**src/rtl/irqfe_pkg.sv**
```systemverilog
package irqfe_pkg;
   localparam int MAX_LINES = 64;
   localparam int BANK_W    = 16;
   localparam int MAX_WORDS = MAX_LINES / BANK_W;

   typedef enum logic [1:0] {
      GRP_MASK = 2'd0,
      GRP_POL  = 2'd1,
      GRP_ACK  = 2'd2,
      GRP_NONE = 2'd3
   } grp_e;

   function automatic int words_for(int lines);
      return (lines + BANK_W - 1) / BANK_W;
   endfunction
endpackage

```
**src/rtl/irqfe_decode.sv**
```systemverilog
module irqfe_decode
   import irqfe_pkg::*;
#(
   parameter int ADDR_W = 8,
   parameter int WORDS  = 4
) (
   input  logic [ADDR_W-1:0] addr_i,
   output logic              hit_o,
   output grp_e              grp_o,
   output logic [1:0]        widx_o
);
   logic upper_zero;

   generate
      if (ADDR_W > 6) begin : g_upper
         assign upper_zero = (addr_i[ADDR_W-1:6] == '0);
      end else begin : g_no_upper
         assign upper_zero = 1'b1;
      end
   endgenerate

   always_comb begin
      widx_o = addr_i[3:2];
      hit_o  = (addr_i[1:0] == 2'b00) && upper_zero &&
               (addr_i[5:4] != 2'd3) && (32'(addr_i[3:2]) < WORDS);
      grp_o  = hit_o ? grp_e'(addr_i[5:4]) : GRP_NONE;
   end
endmodule

```
**src/rtl/irqfe_cfg.sv**
```systemverilog
module irqfe_cfg
   import irqfe_pkg::*;
#(
   parameter int NUM_LINES = 40
) (
   input  logic                 clk,
   input  logic                 rst_n,
   input  logic                 wen_i,
   input  grp_e                 grp_i,
   input  logic [1:0]           widx_i,
   input  logic [BANK_W-1:0]    wdata_i,
   output logic [NUM_LINES-1:0] mask_o,
   output logic [NUM_LINES-1:0] pol_o
);
   logic [NUM_LINES-1:0] mask_q, pol_q;

   always_ff @(posedge clk or negedge rst_n) begin
      if (!rst_n) begin
         mask_q <= '0;
         pol_q  <= '0;
      end else if (wen_i) begin
         for (int n = 0; n < NUM_LINES; n++) begin
            if (widx_i == 2'(n / BANK_W)) begin
               if (grp_i == GRP_MASK) mask_q[n] <= wdata_i[n % BANK_W];
               if (grp_i == GRP_POL)  pol_q[n]  <= wdata_i[n % BANK_W];
            end
         end
      end
   end

   assign mask_o = mask_q;
   assign pol_o  = pol_q;

   // mask bits only move on a decoded mask write
   p_mask_hold_r2: assert property (@(posedge clk) disable iff (!rst_n)
      !(wen_i && grp_i == GRP_MASK) |=> $stable(mask_q));

   generate
      for (genvar n = 0; n < NUM_LINES; n++) begin : g_chk
         localparam int W = n / BANK_W;
         localparam int B = n % BANK_W;
         // a polarity write stores the written bit exactly
         p_pol_kept_r2: assert property (@(posedge clk) disable iff (!rst_n)
            (wen_i && grp_i == GRP_POL && widx_i == 2'(W)) |=> (pol_q[n] == $past(wdata_i[B])));
      end
   endgenerate
endmodule

```
**src/rtl/irqfe_line.sv**
```systemverilog
module irqfe_line #(
   parameter bit IS_EDGE = 1'b0,
   parameter bit ACK_EN  = 1'b1
) (
   input  logic clk,
   input  logic rst_n,
   input  logic raw_i,
   input  logic mask_i,
   input  logic pol_i,
   input  logic ack_i,
   output logic irq_o,
   output logic pend_o
);
   logic adj;
   assign adj = raw_i ^ pol_i;

   generate
      if (IS_EDGE && ACK_EN) begin : g_edge
         logic adj_q, pend_q, rise;
         assign rise = adj & ~adj_q;

         always_ff @(posedge clk or negedge rst_n) begin
            if (!rst_n) begin
               adj_q  <= 1'b0;
               pend_q <= 1'b0;
            end else begin
               adj_q <= adj;
               if (rise)       pend_q <= 1'b1;
               else if (ack_i) pend_q <= 1'b0;
            end
         end

         assign pend_o = pend_q;
         assign irq_o  = pend_q & ~mask_i;

         // a detected edge always leaves the latch set, even against an acknowledge
         p_edge_sets_r7: assert property (@(posedge clk) disable iff (!rst_n)
            rise |=> pend_q);
         // without an acknowledge a pending request is kept
         p_pend_holds_r9: assert property (@(posedge clk) disable iff (!rst_n)
            (pend_q && !ack_i) |=> pend_q);
         // an acknowledge with no new edge clears the latch
         p_ack_clears_r9: assert property (@(posedge clk) disable iff (!rst_n)
            (pend_q && ack_i && !rise) |=> !pend_q);
      end else begin : g_level
         assign pend_o = 1'b0;
         assign irq_o  = adj & ~mask_i;
      end
   endgenerate

   // a masked line never drives its output
   p_mask_quiet_r4: assert property (@(posedge clk) disable iff (!rst_n)
      mask_i |-> !irq_o);
endmodule

```
**src/rtl/irqfe_top.sv**
```systemverilog
module irqfe_top
   import irqfe_pkg::*;
#(
   parameter int          NUM_LINES  = 40,
   parameter logic [63:0] EDGE_LINES = 64'h0000_00FF_FFFF_0000,
   parameter bit          ACK_EN     = 1'b1,
   parameter int          ADDR_W     = 8
) (
   input  logic                 clk,
   input  logic                 rst_n,
   input  logic                 bus_wen,
   input  logic [ADDR_W-1:0]    bus_addr,
   input  logic [15:0]          bus_wdata,
   output logic [15:0]          bus_rdata,
   input  logic [NUM_LINES-1:0] irq_in,
   output logic [NUM_LINES-1:0] irq_out
);
   localparam int WORDS = words_for(NUM_LINES);

   generate
      if (NUM_LINES < 1 || NUM_LINES > MAX_LINES) begin : g_bad_lines
         $error("irqfe_top: NUM_LINES must lie in 1..64");
      end
      if (ADDR_W < 6) begin : g_bad_addr
         $error("irqfe_top: ADDR_W must be at least 6");
      end
   endgenerate

   logic                 hit;
   grp_e                 grp;
   logic [1:0]           widx;
   logic [NUM_LINES-1:0] mask, pol, ack, pend;

   irqfe_decode #(.ADDR_W(ADDR_W), .WORDS(WORDS)) u_dec (
      .addr_i (bus_addr),
      .hit_o  (hit),
      .grp_o  (grp),
      .widx_o (widx)
   );

   irqfe_cfg #(.NUM_LINES(NUM_LINES)) u_cfg (
      .clk     (clk),
      .rst_n   (rst_n),
      .wen_i   (bus_wen),
      .grp_i   (grp),
      .widx_i  (widx),
      .wdata_i (bus_wdata),
      .mask_o  (mask),
      .pol_o   (pol)
   );

   generate
      for (genvar n = 0; n < NUM_LINES; n++) begin : g_line
         localparam int W = n / BANK_W;
         localparam int B = n % BANK_W;
         assign ack[n] = bus_wen && (grp == GRP_ACK) && (widx == 2'(W)) && bus_wdata[B];

         irqfe_line #(.IS_EDGE(EDGE_LINES[n]), .ACK_EN(ACK_EN)) u_line (
            .clk    (clk),
            .rst_n  (rst_n),
            .raw_i  (irq_in[n]),
            .mask_i (mask[n]),
            .pol_i  (pol[n]),
            .ack_i  (ack[n]),
            .irq_o  (irq_out[n]),
            .pend_o (pend[n])
         );
      end
   endgenerate

   logic [MAX_LINES-1:0] mask_pad, pol_pad, pend_pad;
   assign mask_pad = MAX_LINES'(mask);
   assign pol_pad  = MAX_LINES'(pol);
   assign pend_pad = MAX_LINES'(pend);

   always_comb begin
      case (grp)
         GRP_MASK: bus_rdata = mask_pad[widx*BANK_W +: BANK_W];
         GRP_POL:  bus_rdata = pol_pad[widx*BANK_W +: BANK_W];
         GRP_ACK:  bus_rdata = pend_pad[widx*BANK_W +: BANK_W];
         default:  bus_rdata = '0;
      endcase
   end

   generate
      if (!ACK_EN) begin : g_noack_chk
         // without acknowledge handling nothing is ever pending
         p_ack_reads_zero_r11: assert property (@(posedge clk) disable iff (!rst_n)
            (grp == GRP_ACK) |-> (bus_rdata == 16'h0000));
      end
   endgenerate
endmodule

```
**config.mk**
```make
export PLATFORM = sky130hd
export DESIGN_NAME = irqfe_top
export DESIGN_NICKNAME = d
export VERILOG_FILES = /design/src/rtl/irqfe_pkg.sv /design/src/rtl/irqfe_decode.sv /design/src/rtl/irqfe_cfg.sv /design/src/rtl/irqfe_line.sv /design/src/rtl/irqfe_top.sv
export SDC_FILE = /design/constraint.sdc
export NUM_CORES = 1
export LEC_CHECK = 0
export BUFFER_PORTS_ARGS = -buffer_cell sky130_fd_sc_hd__buf_2
export CAP_MARGIN = 20
export CORE_MARGIN = 5
export CORE_UTILIZATION = 50
export CTS_BUF_LIST = sky130_fd_sc_hd__clkbuf_8
export DETAILED_ROUTE_END_ITERATION = 10
export PLACE_DENSITY = 0.84
export SYNTH_ARGS = -nofsm -noshare
export SYNTH_HDL_FRONTEND = slang
export SYNTH_SLANG_ARGS = --single-unit
```
**constraint.sdc**
```tcl
create_clock -name clk -period 6.2 [get_ports clk]
set_input_delay 0.93 -clock clk [delete_from_list [all_inputs] [get_ports clk]]
set_output_delay 0.93 -clock clk [all_outputs]
set_load 0.005 [all_outputs]
```
Yosys cells after proc, flatten, opt, wreduce, memory -nomap -nowiden. Cells that the tools add are included.

Word-level logic and storage cells: 345. Memory bits (writable): 0. Bits in registers: 128. Bits in latches: 0. Memories kept: 0. Output and inout port bits: 56. Bits in read-only memories: 0.

Bitwise gates (word level): 168. Reductions and logical operators: 64. Muxes and demuxes: 50. Divide/modulo/power cells: 0. $lt $le $gt $ge: 1. $add $sub $neg: 0. Eq/ne operators: 5. Multiply operators: 0. Shift-type cells: 3.

Operator list (count): 64-bit by 7-bit variable part select with 16-bit output (3); 1-bit bitwise AND (64); 1-bit inverter (64); 1-bit two-way mux (48); 16-bit one-hot mux with 3 select lines (1); 2-bit nonzero test (24); 1-bit bitwise XOR (40); 1-bit logical AND (30); 3-bit AND reduction (6); 2-bit zero test (4); 2-bit by 1-bit == test with 1-bit output (second input constant) (2); 2-bit == test (second input constant) (2); 2-bit < comparator (second input constant) (1); 2-bit two-way mux (1); 2-bit inequality test (second input constant) (1).

Longest topological paths before layout. Gate-level depths: netlist of run 1.

Word-level depth: 11. Gate-level depth with buffers: 11. Gate-level depth less buffers: 7.

Hierarchy. From an unflattened synthesis of run 1, not the netlist that was laid out.

Cell total of the unflattened synthesis: 617. Area, all modules: 6817.8 um^2.

By module, submodules not included: irqfe_cfg (sequential area each 2001.9 um^2, area each 3088.0 um^2, cells each 174, times used 1); irqfe_line (g_line[16].u_line ...) (sequential area each 50.0 um^2, area each 81.3 um^2, cells each 7, times used 24); irqfe_top (sequential area each 0.0 um^2, area each 1332.5 um^2, cells each 203, times used 1); irqfe_line (g_line[0].u_line ...) (sequential area each 0.0 um^2, area each 23.8 um^2, cells each 4, times used 16); irqfe_decode (sequential area each 0.0 um^2, area each 65.1 um^2, cells each 8, times used 1).

Least setup slack after synthesis of run 1. OpenSTA, ideal clock, no wires.

Kind: in2out. Start point: input bus_addr[1]. End point: output bus_rdata[1]. Setup slack: 2.435 ns. Cell stages on the path: 8. Buffers on the path: 2. Arrival time: 2.835 ns. Cells stage by stage: nor4_1 > nand2_1 > or2_2 > ha_1 > buf_6 > buf_6 > a211o_1 > a2111oi_0.

Word-level cells in the longest chain between the ends: 7. Elaborated cells on any way between the ends: 9. Those cells by class: eq/ne: 2; mux: 2; reduce/logical: 5.

RTL lines: start: declaration (RTL line irqfe_top.sv:12) `input logic [ADDR_W-1:0] bus_addr,`; 2-bit zero test (*) (RTL line irqfe_decode.sv:24) `hit_o = (addr_i[1:0] == 2'b00) && upper_zero &&`; 1-bit logical AND (*) (2 in a row) (RTL line irqfe_decode.sv:24); 1-bit logical AND (*) (RTL line irqfe_decode.sv:25) `(addr_i[5:4] != 2'd3) && (32'(addr_i[3:2]) < WORDS);`; 2-bit two-way mux (*) (RTL line irqfe_decode.sv:26) `grp_o = hit_o ? grp_e'(addr_i[5:4]) : GRP_NONE;`; 2-bit == test (tied with other cells) (RTL line irqfe_top.sv:77) `case (grp)`; 16-bit one-hot mux with 3 select lines (*) (RTL line irqfe_top.sv:77); end: declaration (RTL line irqfe_top.sv:14) `output logic [15:0] bus_rdata,`.

Mark *: on every way between the ends. The rest lies on a longest branch, timed or not.

Worst setup path in the final report of run 1.
Start point: input bus_addr[1]. End point: output bus_rdata[0].

Same word-level chain as after synthesis.

==> impl_metrics.csv, run 1 <==
group,metric,value,unit
layout,nNetsFinal,722,
worst_setup_path,startpoint_type,"input port",
worst_setup_path,reg2reg_setup_slack,5240,ps
layout,diodes,0,
clocking,clock_tree.buffer_depth,2,
yosys,syn-mean-instance-area,11.7,µm²
sta,clock.fmax,0.196,GHz
worst_setup_path,critPathArrivalTime,4170,ps
sta,fin_worst_skew,7.56,ps
worst_setup_path,timing.setup.critical_path_class,"input port to output pin",
pwr,portion_of_total_power_attributed_to_combinational_logic,9.7,%
global_routing,grt.total_usage,21.1,%
sta,hold_violations,0,
yosys,synth_fp_nets,647,
pwr,p_sw_share,25.3,%
global_routing,global_route_total_overflow,0,
global_routing,grt_max_degree,75,
worst_setup_path,crit-reg2reg-capture,"g_line[18].u_line.pend_o",
routing,detailed_routing_iterations_pass_1,5,
place,gp_congestion,0.815,
floorplanning,floorplan.die.width,126,µm
yosys,synthDistinctLibCells,40,
worst_setup_path,endpoint_kind,"output pin",
worst_setup_path,worstReg2RegStart,"u_cfg.pol_o[18]",
clocking,number_of_gates_resized_after_cts,0,
yosys,synth-seq-area-share,47.3,%
place,total_placed_cells_including_tap_cells,807,
place,port-buffer-count,122,
pwr,switchingPower,0.433,mW
run,maxCapViolCount,0,
routing,final_antenna_net_count,0,
layout,nFillCells,1143,
place,postPlaceCellArea,0.00710,mm²
sta,tightestPinTransition,1060,ps
clocking,clock_tree.root_cell,"sky130_fd_sc_hd__clkbuf_8",
clocking,cts_max_level,4,
clocking,clk_pin_slew_worst_paths,70,ps
routing,wl,16.7,mm
clocking,tritoncts_clock_tree,"built",
sta,timing.final.crit_period,5100,ps
floorplanning,number_of_top_level_design_ports,123,
pwr,total_power,1.71,mW
place,detailedPlacementHpwl,11.5,mm
min_path,min-delay-start,"u_cfg.pol_o[35]",
sta,number_of_setup_violations_in_the_final_report,0,
routing,routed_wire_length_per_instance,20.0,µm
yosys,netlist_area,0.00677,mm²
layout,area_delta_synth_final,10.1,%
pwr,p_int,1.28,mW
global_routing,global_route_wire_length_before_repair,26.8,mm
min_path,hold_path_class,"flip-flop to flip-flop",
global_routing,grt_pass1_vias,5090,
yosys,synth-warning-count,0,
worst_setup_path,source_of_the_critical_timing_path,"bus_addr[1]",
floorplanning,num_rows,42,
sta,grt_setup_unrepaired,"false",
worst_setup_path,endpoint,"bus_rdata[0]",
sta,fin_crit_share,82.3,%
floorplanning,core,0.0132,mm²
clocking,worst_skew_pair.late_latency,440,ps
clocking,cts.hold.buffers_added,0,
routing,dr_total_vias,4765,
worst_setup_path,crit_path_max_fo,41,
sta,maxSlewHeadroom,29.4,%
pwr,power_per_cell_area,230,mW/mm²
yosys,synth.ff_latch_count,128,
clocking,tritoncts_num_sinks,128,
clocking,cts_setup_buffers,0,
pwr,static-leakage-power,3.72,nW
pwr,clkPwrFrac,37.9,%
worst_setup_path,reg2reg_depth,2,
pwr,seq_power_share,52.4,%
clocking,numCtsBuffers,17,
worst_setup_path,worst-endpoint-required,5270,ps
sta,totalNegativeSetupSlack,0,ps
routing,detail_route.iter0.violations,461,
pwr,maximum_vdd_ir_drop,0.142,mV
layout,layout.cell_area.non_filler,0.00745,mm²
routing,vias_per_cell,5.69,
yosys,synth_cells,576,
layout,drive_gt1_share,36.2,%
floorplanning,design.die.area,0.0160,mm²
routing,dr_drc_count,0,
sta,worst_hold_slack,498,ps
sta,final_max_slew_viol_count,0,
global_routing,antenna_violations_before_repair,0,
layout,final_cell_count_no_fill,837,
floorplanning,fp.dieH,126,µm
run_status,status,"completed",
floorplanning,start_util,51.1,%
state kept, by name, indices dropped and copies added, names as in the netlist:
register / count
u_cfg.mask_o: 40
g_line.u_line.g_edge.adj_q: 24
g_line.u_line.pend_o: 24
u_cfg.pol_o: 40
per-layer routing:
metal	wire length, µm	up-vias	global-route usage (%)
met5	0	-	0
met4	406	0	9.59
met3	983	35	4.75
met2	8300	191	34.4
met1	7030	2409	27.0
li1	-	2130	-
cell usage after synthesis:
cell / count / area, µm²
sky130_fd_sc_hd__xnor2_1: 16 / 140
sky130_fd_sc_hd__mux2_1: 4 / 45.0
sky130_fd_sc_hd__xor2_1: 24 / 210
sky130_fd_sc_hd__a22o_1: 24 / 210
sky130_fd_sc_hd__nor2_8: 2 / 40.0
sky130_fd_sc_hd__and2_1: 8 / 50.1
sky130_fd_sc_hd__nor2b_1: 30 / 188
sky130_fd_sc_hd__a211o_1: 3 / 26.3
sky130_fd_sc_hd__o31a_1: 5 / 43.8
sky130_fd_sc_hd__buf_4: 43 / 323
sky130_fd_sc_hd__a21oi_1: 8 / 40.0
sky130_fd_sc_hd__clkbuf_1: 3 / 11.3
sky130_fd_sc_hd__and4b_1: 2 / 20.0
sky130_fd_sc_hd__clkbuf_4: 1 / 7.51
sky130_fd_sc_hd__mux2_2: 56 / 631
sky130_fd_sc_hd__nand3_1: 8 / 40.0
sky130_fd_sc_hd__nand2_1: 36 / 135
sky130_fd_sc_hd__a221oi_1: 16 / 140
sky130_fd_sc_hd__a221o_1: 8 / 80.1
sky130_fd_sc_hd__inv_1: 27 / 101
sky130_fd_sc_hd__nor2_1: 18 / 67.6
sky130_fd_sc_hd__nor2b_4: 1 / 13.8
sky130_fd_sc_hd__ha_1: 4 / 50.1
sky130_fd_sc_hd__nand3b_1: 8 / 60.1
sky130_fd_sc_hd__and2b_1: 1 / 7.51
sky130_fd_sc_hd__nand2b_1: 9 / 56.3
sky130_fd_sc_hd__nand3_2: 2 / 20.0
sky130_fd_sc_hd__nand3_4: 2 / 35.0
sky130_fd_sc_hd__dfrtp_1: 128 / 3200
sky130_fd_sc_hd__mux2_4: 20 / 300
sky130_fd_sc_hd__buf_2: 10 / 50.1
sky130_fd_sc_hd__clkbuf_2: 2 / 10.0
sky130_fd_sc_hd__and3b_1: 8 / 70.1
sky130_fd_sc_hd__a21o_1: 8 / 60.1
sky130_fd_sc_hd__or2_1: 1 / 6.26
sky130_fd_sc_hd__or2_2: 2 / 12.5
sky130_fd_sc_hd__nor4_1: 6 / 37.5
sky130_fd_sc_hd__a2111oi_0: 9 / 78.8
sky130_fd_sc_hd__buf_6: 11 / 124
sky130_fd_sc_hd__a2111oi_1: 2 / 20.0
logic make-up after synthesis:
logic type | share of synthesized area (%)
AOI/OAI and AO/OA | 10.3
adders and majority gates | 0.740
xor gates and xnor gates | 5.18
and+or+nand+nor | 12.7
muxes | 14.4
buffers and inverters | 9.27
DFF | 47.3
area by class of cell:
cell class	instances	area [µm²]	area share (%)
repair buffers	126	643	8.63
inverters	27	101	1.36
well taps	176	220	2.96
multi-input cells	351	2940	39.4
flip-flops and latches	128	3200	43.0
clock inverters	9	70.1	0.940
clock buffers	20	275	3.69
worst max-delay path: stages:
cell and delay [ps]:
sky130_fd_sc_hd__buf_2 90, sky130_fd_sc_hd__nor4_1 270, sky130_fd_sc_hd__nand2_1 140, sky130_fd_sc_hd__or2_2 310, sky130_fd_sc_hd__ha_2 790, sky130_fd_sc_hd__buf_4 450, sky130_fd_sc_hd__nor2b_4 170, sky130_fd_sc_hd__a2111oi_0 650
sky130_fd_sc_hd__nor4_1 150, sky130_fd_sc_hd__buf_2 180
worst min-delay path by stage:
stage | to | slack, ps | cells after the start
6_report | g_line[35].u_line.g_edge.adj_q | 500 | 1
5_1_grt | g_line[35].u_line.g_edge.adj_q | 520 | 1
4_1_cts | g_line[35].u_line.g_edge.adj_q | 500 | 1
3_5_place_dp | g_line[23].u_line.pend_o | 500 | 1
3_3_place_gp | g_line[30].u_line.g_edge.adj_q | 490 | 1
2_1_floorplan | g_line[16].u_line.g_edge.adj_q | 470 | 1
power groups by stage:
stage | clock network [mW] | registers (mW) | logic, mW
detailed placement | 0 | 0.912 | 0.165
global placement | 0 | 0.910 | 0.157
global route | 0.691 | 0.901 | 0.184
finish | 0.649 | 0.897 | 0.166
floorplan | 0 | 0.905 | 0.105
CTS | 0.653 | 0.897 | 0.167
metrics by stage:
step	worst slack (ps)	util, %
2_1_floorplan	2440	-
3_3_place_gp	1440	53.6
3_5_place_dp	1270	53.6
4_1_cts	1180	56.2
5_1_grt	910	56.3
6_report	1100	56.3
placed cells by master, fill, tap and decap left out, types with 3 or more instances in the layout:
cell type / n
sky130_fd_sc_hd__a21oi_1: 8
sky130_fd_sc_hd__buf_4: 5
sky130_fd_sc_hd__and2_1: 8
sky130_fd_sc_hd__inv_1: 29
sky130_fd_sc_hd__nor2_1: 18
sky130_fd_sc_hd__a221oi_1: 16
sky130_fd_sc_hd__and3b_1: 8
sky130_fd_sc_hd__a21o_1: 8
sky130_fd_sc_hd__mux2_4: 20
sky130_fd_sc_hd__a221o_1: 8
sky130_fd_sc_hd__a22o_1: 24
sky130_fd_sc_hd__o31a_1: 5
sky130_fd_sc_hd__nor2b_1: 30
sky130_fd_sc_hd__clkbuf_8: 20
sky130_fd_sc_hd__mux2_1: 4
sky130_fd_sc_hd__a2111oi_0: 9
sky130_fd_sc_hd__nand3b_1: 8
sky130_fd_sc_hd__nor4_1: 6
sky130_fd_sc_hd__mux2_2: 56
sky130_fd_sc_hd__nand2b_1: 9
sky130_fd_sc_hd__ha_1: 3
sky130_fd_sc_hd__buf_2: 121
sky130_fd_sc_hd__xnor2_1: 16
sky130_fd_sc_hd__a211o_1: 3
sky130_fd_sc_hd__nand2_1: 36
sky130_fd_sc_hd__dfrtp_1: 128
sky130_fd_sc_hd__clkinv_2: 5
sky130_fd_sc_hd__xor2_1: 24
sky130_fd_sc_hd__nand3_1: 8
Power figures use the tool's default switching activity.
==> run 2, diff against run 1 <==
--- a/config.mk
+++ b/config.mk
@@ -11,7 +11,7 @@
 export CORE_UTILIZATION = 50
 export CTS_BUF_LIST = sky130_fd_sc_hd__clkbuf_8
 export DETAILED_ROUTE_END_ITERATION = 10
-export PLACE_DENSITY = 0.84
+export PLACE_DENSITY = 0.87
 export SYNTH_ARGS = -nofsm -noshare
 export SYNTH_HDL_FRONTEND = slang
 export SYNTH_SLANG_ARGS = --single-unit
==> constraint.sdc (replaced) <==
create_clock -name clk -period 4.12 [get_ports clk]
set_input_delay 0.618 -clock clk [delete_from_list [all_inputs] [get_ports clk]]
set_output_delay 0.618 -clock clk [all_outputs]
set_load 0.005 [all_outputs]
==> run 2 against run 1 <==
  * Via count grew 1.6%
  * Sequential share of layout area shrank 0.44 points
  * Non-clock buffer count grew 6
  * Critical path type unchanged
  * Critical endpoint is now bus_rdata[3]
  * Largest power group unchanged
==> impl_metrics.csv, run 2 (synthesized netlist as in run 1, its figures left out) <==
group,metric,value,unit
run_status,status,"completed",
sta,grt_setup_unrepaired,"false",
worst_setup_path,critPathArrivalTime,3350,ps
layout,drive_gt1_share,36.4,%
min_path,hold_path_class,"input port to asynchronous set/reset pin",
worst_setup_path,crit_slowest_cell,"sky130_fd_sc_hd__ha_2",
routing,vias_per_cell,5.72,
floorplanning,fp.dieH,126,µm
clocking,clock_tree.buffer_depth,2,
floorplanning,start_util,51.1,%
global_routing,grt_pass1_vias,5160,
floorplanning,floorplan.die.width,126,µm
global_routing,global_route_wire_length_before_repair,27.5,mm
clocking,tritoncts_num_sinks,128,
layout,area_delta_synth_final,11.3,%
worst_setup_path,cp_cell_sequence,"buf_2 -> nor4_1 -> nand2_1 -> or2_2 -> ha_2 -> buf_4 -> and3b_1 -> a2111oi_1 -> nor4_1 -> buf_2",
run,maxCapViolCount,0,
routing,routed_wire_length_per_instance,20.0,µm
global_routing,antenna_violations_before_repair,0,
floorplanning,design.die.area,0.0160,mm²
clocking,numCtsBuffers,17,
sta,clock.fmax,0.252,GHz
layout,commonest_non_fill_non_tap_cells_in_the_layout,"sky130_fd_sc_hd__dfrtp_1, sky130_fd_sc_hd__buf_2, sky130_fd_sc_hd__mux2_2, sky130_fd_sc_hd__nand2_1, sky130_fd_sc_hd__inv_1",
sta,number_of_setup_violations_in_the_final_report,0,
sta,fin_worst_skew,4.97,ps
routing,wl,17.0,mm
place,port-buffer-count,122,
worst_setup_path,worst_path_largest_cell_delay,590,ps
global_routing,global_route_total_overflow,0,
floorplanning,core,0.0132,mm²
pwr,maximum_vdd_ir_drop,0.204,mV
sta,final_max_slew_viol_count,0,
worst_setup_path,endpoint_kind,"output pin",
pwr,power_per_cell_area,344,mW/mm²
clocking,clk_pin_slew_worst_paths,60,ps
clocking,worst_skew_pair.late_latency,440,ps
sta,tightestPinTransition,873,ps
routing,final_antenna_net_count,0,
sta,totalNegativeSetupSlack,0,ps
worst_setup_path,worst-endpoint-required,3500,ps
global_routing,grt.total_usage,21.8,%
routing,detailed_routing_iterations_pass_1,6,
pwr,total_power,2.59,mW
clocking,tritoncts_clock_tree,"built",
place,detailedPlacementHpwl,11.9,mm
clocking,cts_setup_buffers,0,
floorplanning,num_rows,42,
sta,maxSlewHeadroom,41.8,%
place,gp_congestion,0.844,
worst_setup_path,crit_path_max_fo,24,
layout,most_common_library_cell_in_the_layout_ignoring_fill_and_taps,"sky130_fd_sc_hd__dfrtp_1",
sta,timing.final.crit_period,3970,ps
pwr,static-leakage-power,3.77,nW
layout,nNetsFinal,728,
routing,dr_drc_count,0,
clocking,clock_tree.root_cell,"sky130_fd_sc_hd__clkbuf_8",
clocking,cts_max_level,4,
routing,detail_route.iter0.violations,411,
sta,fin_crit_share,96.3,%
sta,hold_violations,0,
worst_setup_path,startpoint_type,"input port",
routing,dr_total_vias,4839,
layout,diodes,0,
worst_setup_path,timing.setup.critical_path_class,"input port to output pin",
global_routing,grt_max_degree,73,
floorplanning,number_of_top_level_design_ports,123,
==> run 2: changes by cell type in the layout (fill, tap and decap cells not counted), sizes merged <==
cell / change
buf: +6
clkinv: -2
clkbuf: +1
inv: +4
==> run 2: per-stage QoR <==
stage	instance area (µm²)	worst slack [ps]	hold WS, ps	utilization, %	instances
floorplan	6770	979	322	-	576
global placement	7160	327	485	54.1	814
detailed placement	7160	59.6	503	54.1	814
CTS	7530	46.5	247	56.8	846
global route	7530	19.3	277	56.9	846
finish	7530	151	236	56.9	846
==> run 2: path summary, 6_finish.rpt <==
check / start / end / slack (ps) / depth (start not counted)
setup / recovery: bus_addr[1] / bus_rdata[3] / 150 / 10
hold / removal: rst_n / u_cfg.mask_o[11] / 240 / 1
setup reg to reg: u_cfg.pol_o[20] / g_line[20].u_line.pend_o / 3160 / 2
hold reg to reg: u_cfg.pol_o[32] / g_line[32].u_line.g_edge.adj_q / 510 / 1
max in group asynchronous: rst_n / u_cfg.mask_o[38] / 3040 / 2
min in group clk: irq_in[32] / g_line[32].u_line.g_edge.adj_q / 370 / 2
==> run 2: timing repair <==
action | in CTS | in global routing
hold buffers | 0 | 0
setup endpoints to repair | 0 | 1
gates resized for setup | 0 | 1
==> run 2: report_power, final <==
| part | switching [mW] | total [mW] | internal (mW) |
|---|---|---|---|
| combinational | 0.141 | 0.253 | 0.112 |
| clock | 0.462 | 0.986 | 0.524 |
| sequential | 0.0380 | 1.35 | 1.31 |
==> run 2: critical path, delay by kind of cell <==
family / cells / cell delay, ps
simple gates: 5 / 1100
buf+inv: 3 / 600
compound gates: 1 / 440
fa+ha+maj: 1 / 590
==> run 2: cell type report <==
type	count	area (µm²)
Clock buffer	21	289
Clock inverter	11	75.1
Fill cell	1161	5710
Inverter	27	101
Multi-Input combinational cell	351	2940
Sequential cell	128	3200
Tap cell	176	220
Timing Repair Buffer	132	701
==> run 2: routing by layer <==
| metal | up-vias | global-route usage [%] | wire length (µm) |
|---|---|---|---|
| met1 | 2441 | 27.7 | 6860 |
| met4 | 0 | 9.09 | 434 |
| met3 | 41 | 5.93 | 1220 |
| met2 | 212 | 35.5 | 8440 |
| met5 | - | 0 | 0 |
| li1 | 2145 | - | - |
==> run 3, diff against run 2 <==
--- a/config.mk
+++ b/config.mk
@@ -8,10 +8,10 @@
 export BUFFER_PORTS_ARGS = -buffer_cell sky130_fd_sc_hd__buf_2
 export CAP_MARGIN = 20
 export CORE_MARGIN = 5
-export CORE_UTILIZATION = 50
+export CORE_UTILIZATION = 49
 export CTS_BUF_LIST = sky130_fd_sc_hd__clkbuf_8
 export DETAILED_ROUTE_END_ITERATION = 10
-export PLACE_DENSITY = 0.87
+export PLACE_DENSITY = 0.85
 export SYNTH_ARGS = -nofsm -noshare
 export SYNTH_HDL_FRONTEND = slang
 export SYNTH_SLANG_ARGS = --single-unit
==> run 3 against run 2 <==
  * Register-to-register slack about the same
  * Clock power about the same
  * Highest routed layer unchanged
  * Via count decreased by 0.93%
==> impl_metrics.csv, run 3 (synthesized netlist as in run 1, its figures left out) <==
group,metric,value,unit
sta,hold_violations,0,
floorplanning,num_rows,43,
place,port-buffer-count,122,
layout,commonest_non_fill_non_tap_cells_in_the_layout,"sky130_fd_sc_hd__dfrtp_1, sky130_fd_sc_hd__buf_2, sky130_fd_sc_hd__mux2_2, sky130_fd_sc_hd__nand2_1, sky130_fd_sc_hd__inv_1",
worst_setup_path,crit_path_max_fo,23,
sta,clock.fmax,0.266,GHz
place,gp_congestion,0.806,
global_routing,global_route_wire_length_before_repair,26.6,mm
global_routing,grt_max_degree,88,
run_status,status,"completed",
worst_setup_path,source_of_the_critical_timing_path,"bus_addr[1]",
clocking,numCtsBuffers,17,
floorplanning,floorplan.die.width,128,µm
routing,detail_route.iter0.violations,532,
sta,tightestPinTransition,866,ps
pwr,maximum_vdd_ir_drop,0.255,mV
run,maxCapViolCount,0,
global_routing,grt_pass1_vias,5065,
worst_setup_path,reg2reg_depth,2,
clocking,worst_skew_pair.late_latency,440,ps
global_routing,global_route_total_overflow,0,
clocking,cts_max_level,4,
worst_setup_path,startpoint_type,"input port",
layout,most_common_library_cell_in_the_layout_ignoring_fill_and_taps,"sky130_fd_sc_hd__dfrtp_1",
worst_setup_path,crit-reg2reg-capture,"g_line[27].u_line.pend_o",
sta,number_of_setup_violations_in_the_final_report,0,
global_routing,antenna_violations_before_repair,1,
layout,nFillCells,1171,
clocking,clk_pin_slew_worst_paths,70,ps
place,detailedPlacementHpwl,11.9,mm
routing,final_antenna_net_count,0,
floorplanning,design.die.area,0.0163,mm²
layout,multi_input_comb_area,0.00295,mm²
sta,totalNegativeSetupSlack,0,ps
sta,fin_crit_share,91.1,%
routing,detailed_routing_iterations_pass_1,5,
pwr,static-leakage-power,3.80,nW
sta,final_max_slew_viol_count,0,
sta,fin_worst_skew,5.36,ps
clocking,tritoncts_clock_tree,"built",
sta,maxSlewHeadroom,42.3,%
global_routing,grt.total_usage,21.1,%
layout,postLayoutCoreUtil,55.3,%
pwr,total_power,2.59,mW
worst_setup_path,critPathArrivalTime,3140,ps
min_path,hold_path_class,"input port to flip-flop",
clocking,tritoncts_num_sinks,128,
floorplanning,core,0.0137,mm²
routing,dr_drc_count,0,
layout,drive_gt1_share,36.9,%
routing,vias_per_cell,5.61,
pwr,power_per_cell_area,341,mW/mm²
clocking,clock_tree.root_cell,"sky130_fd_sc_hd__clkbuf_8",
routing,wl,16.8,mm
floorplanning,fp.dieH,128,µm
sta,timing.final.crit_period,3750,ps
worst_setup_path,reg2reg_setup_slack,3160,ps
worst_setup_path,endpoint_kind,"output pin",
min_path,min-delay-start,"irq_in[18]",
routing,routed_wire_length_per_instance,19.7,µm
floorplanning,number_of_top_level_design_ports,123,
clocking,clock_tree.buffer_depth,2,
layout,nNetsFinal,732,
worst_setup_path,worst-endpoint-required,3500,ps
worst_setup_path,worstReg2RegStart,"u_cfg.pol_o[27]",
layout,area_delta_synth_final,12.2,%
routing,dr_total_vias,4794,
sta,grt_setup_unrepaired,"false",
min_path,min_path_cells,2,
min_path,min_delay_worst_endpoint,"g_line[18].u_line.g_edge.adj_q",
layout,seqCellArea,0.00320,mm²
floorplanning,start_util,49.3,%
worst_setup_path,timing.setup.critical_path_class,"input port to output pin",
==> run 3: cell types whose count changed in the layout (fill, tap and decap cells not counted), sizes merged <==
cell,previous run,this run
buf,132,135
clkbuf,21,24
inv,33,31
bufinv,1,0
diode,0,1
dlygate4sd3,0,1
==> run 3: final cells by class <==
class | count | area share (%)
Tap cell | 180 | 2.97
Multi-Input combinational cell | 351 | 38.8
Inverter | 27 | 1.34
Antenna cell | 1 | 0.0330
Clock inverter | 8 | 0.495
Sequential cell | 128 | 42.2
Timing Repair Buffer | 136 | 9.76
Clock buffer | 24 | 4.35
==> run 3: critical path, stage by stage <==
cell and delay [ps]:
sky130_fd_sc_hd__buf_2 90, sky130_fd_sc_hd__nor4_1 360, sky130_fd_sc_hd__nand2_1 150, sky130_fd_sc_hd__or2_2 350, sky130_fd_sc_hd__ha_4 420, sky130_fd_sc_hd__a221oi_1 80
sky130_fd_sc_hd__a211o_1 280, sky130_fd_sc_hd__a2111oi_1 560, sky130_fd_sc_hd__buf_2 220
==> run 3: report_power, final <==
part	switching, mW	internal, mW
registers	0.0380	1.31
clock network	0.467	0.517
logic	0.140	0.114
==> run 3: timing repair <==
action,4_1_cts,5_1_grt
setup endpoints to repair,0,3
hold endpoints to repair,0,9
hold buffers,0,1
buffers inserted,0,2
resized for setup,0,1
==> run 3: per-stage QoR <==
stage	worst slack (ps)	cells	instance area [µm²]	hold slack, ps
after floorplan	979	576	6770	322
after global placement	229	818	7160	490
after detailed placement	157	818	7160	502
after CTS	160	850	7520	348
after global routing	177	855	7590	347
final	366	855	7590	370
==> run 3: per-layer routing <==
metal / part of all wire, % / wire length, µm / track usage [%] / vias to the layer above
met4: 1.7 / 279 / 6.44 / 0
met5: 0 / 0 / 0 / -
li1: - / - / - / 2150
met2: 52 / 8750 / 35.5 / 174
met3: 6.0 / 1010 / 5.60 / 30
met1: 40 / 6790 / 26.6 / 2440
==> run 3: worst max-delay path by stage <==
stage	endpoint	slack [ps]	depth (start not counted)
final	bus_rdata[6]	370	9
after global routing	bus_rdata[5]	180	10
after CTS	bus_rdata[4]	160	10
after detailed placement	bus_rdata[4]	160	10
after global placement	bus_rdata[4]	230	10
after floorplan	bus_rdata[1]	980	8
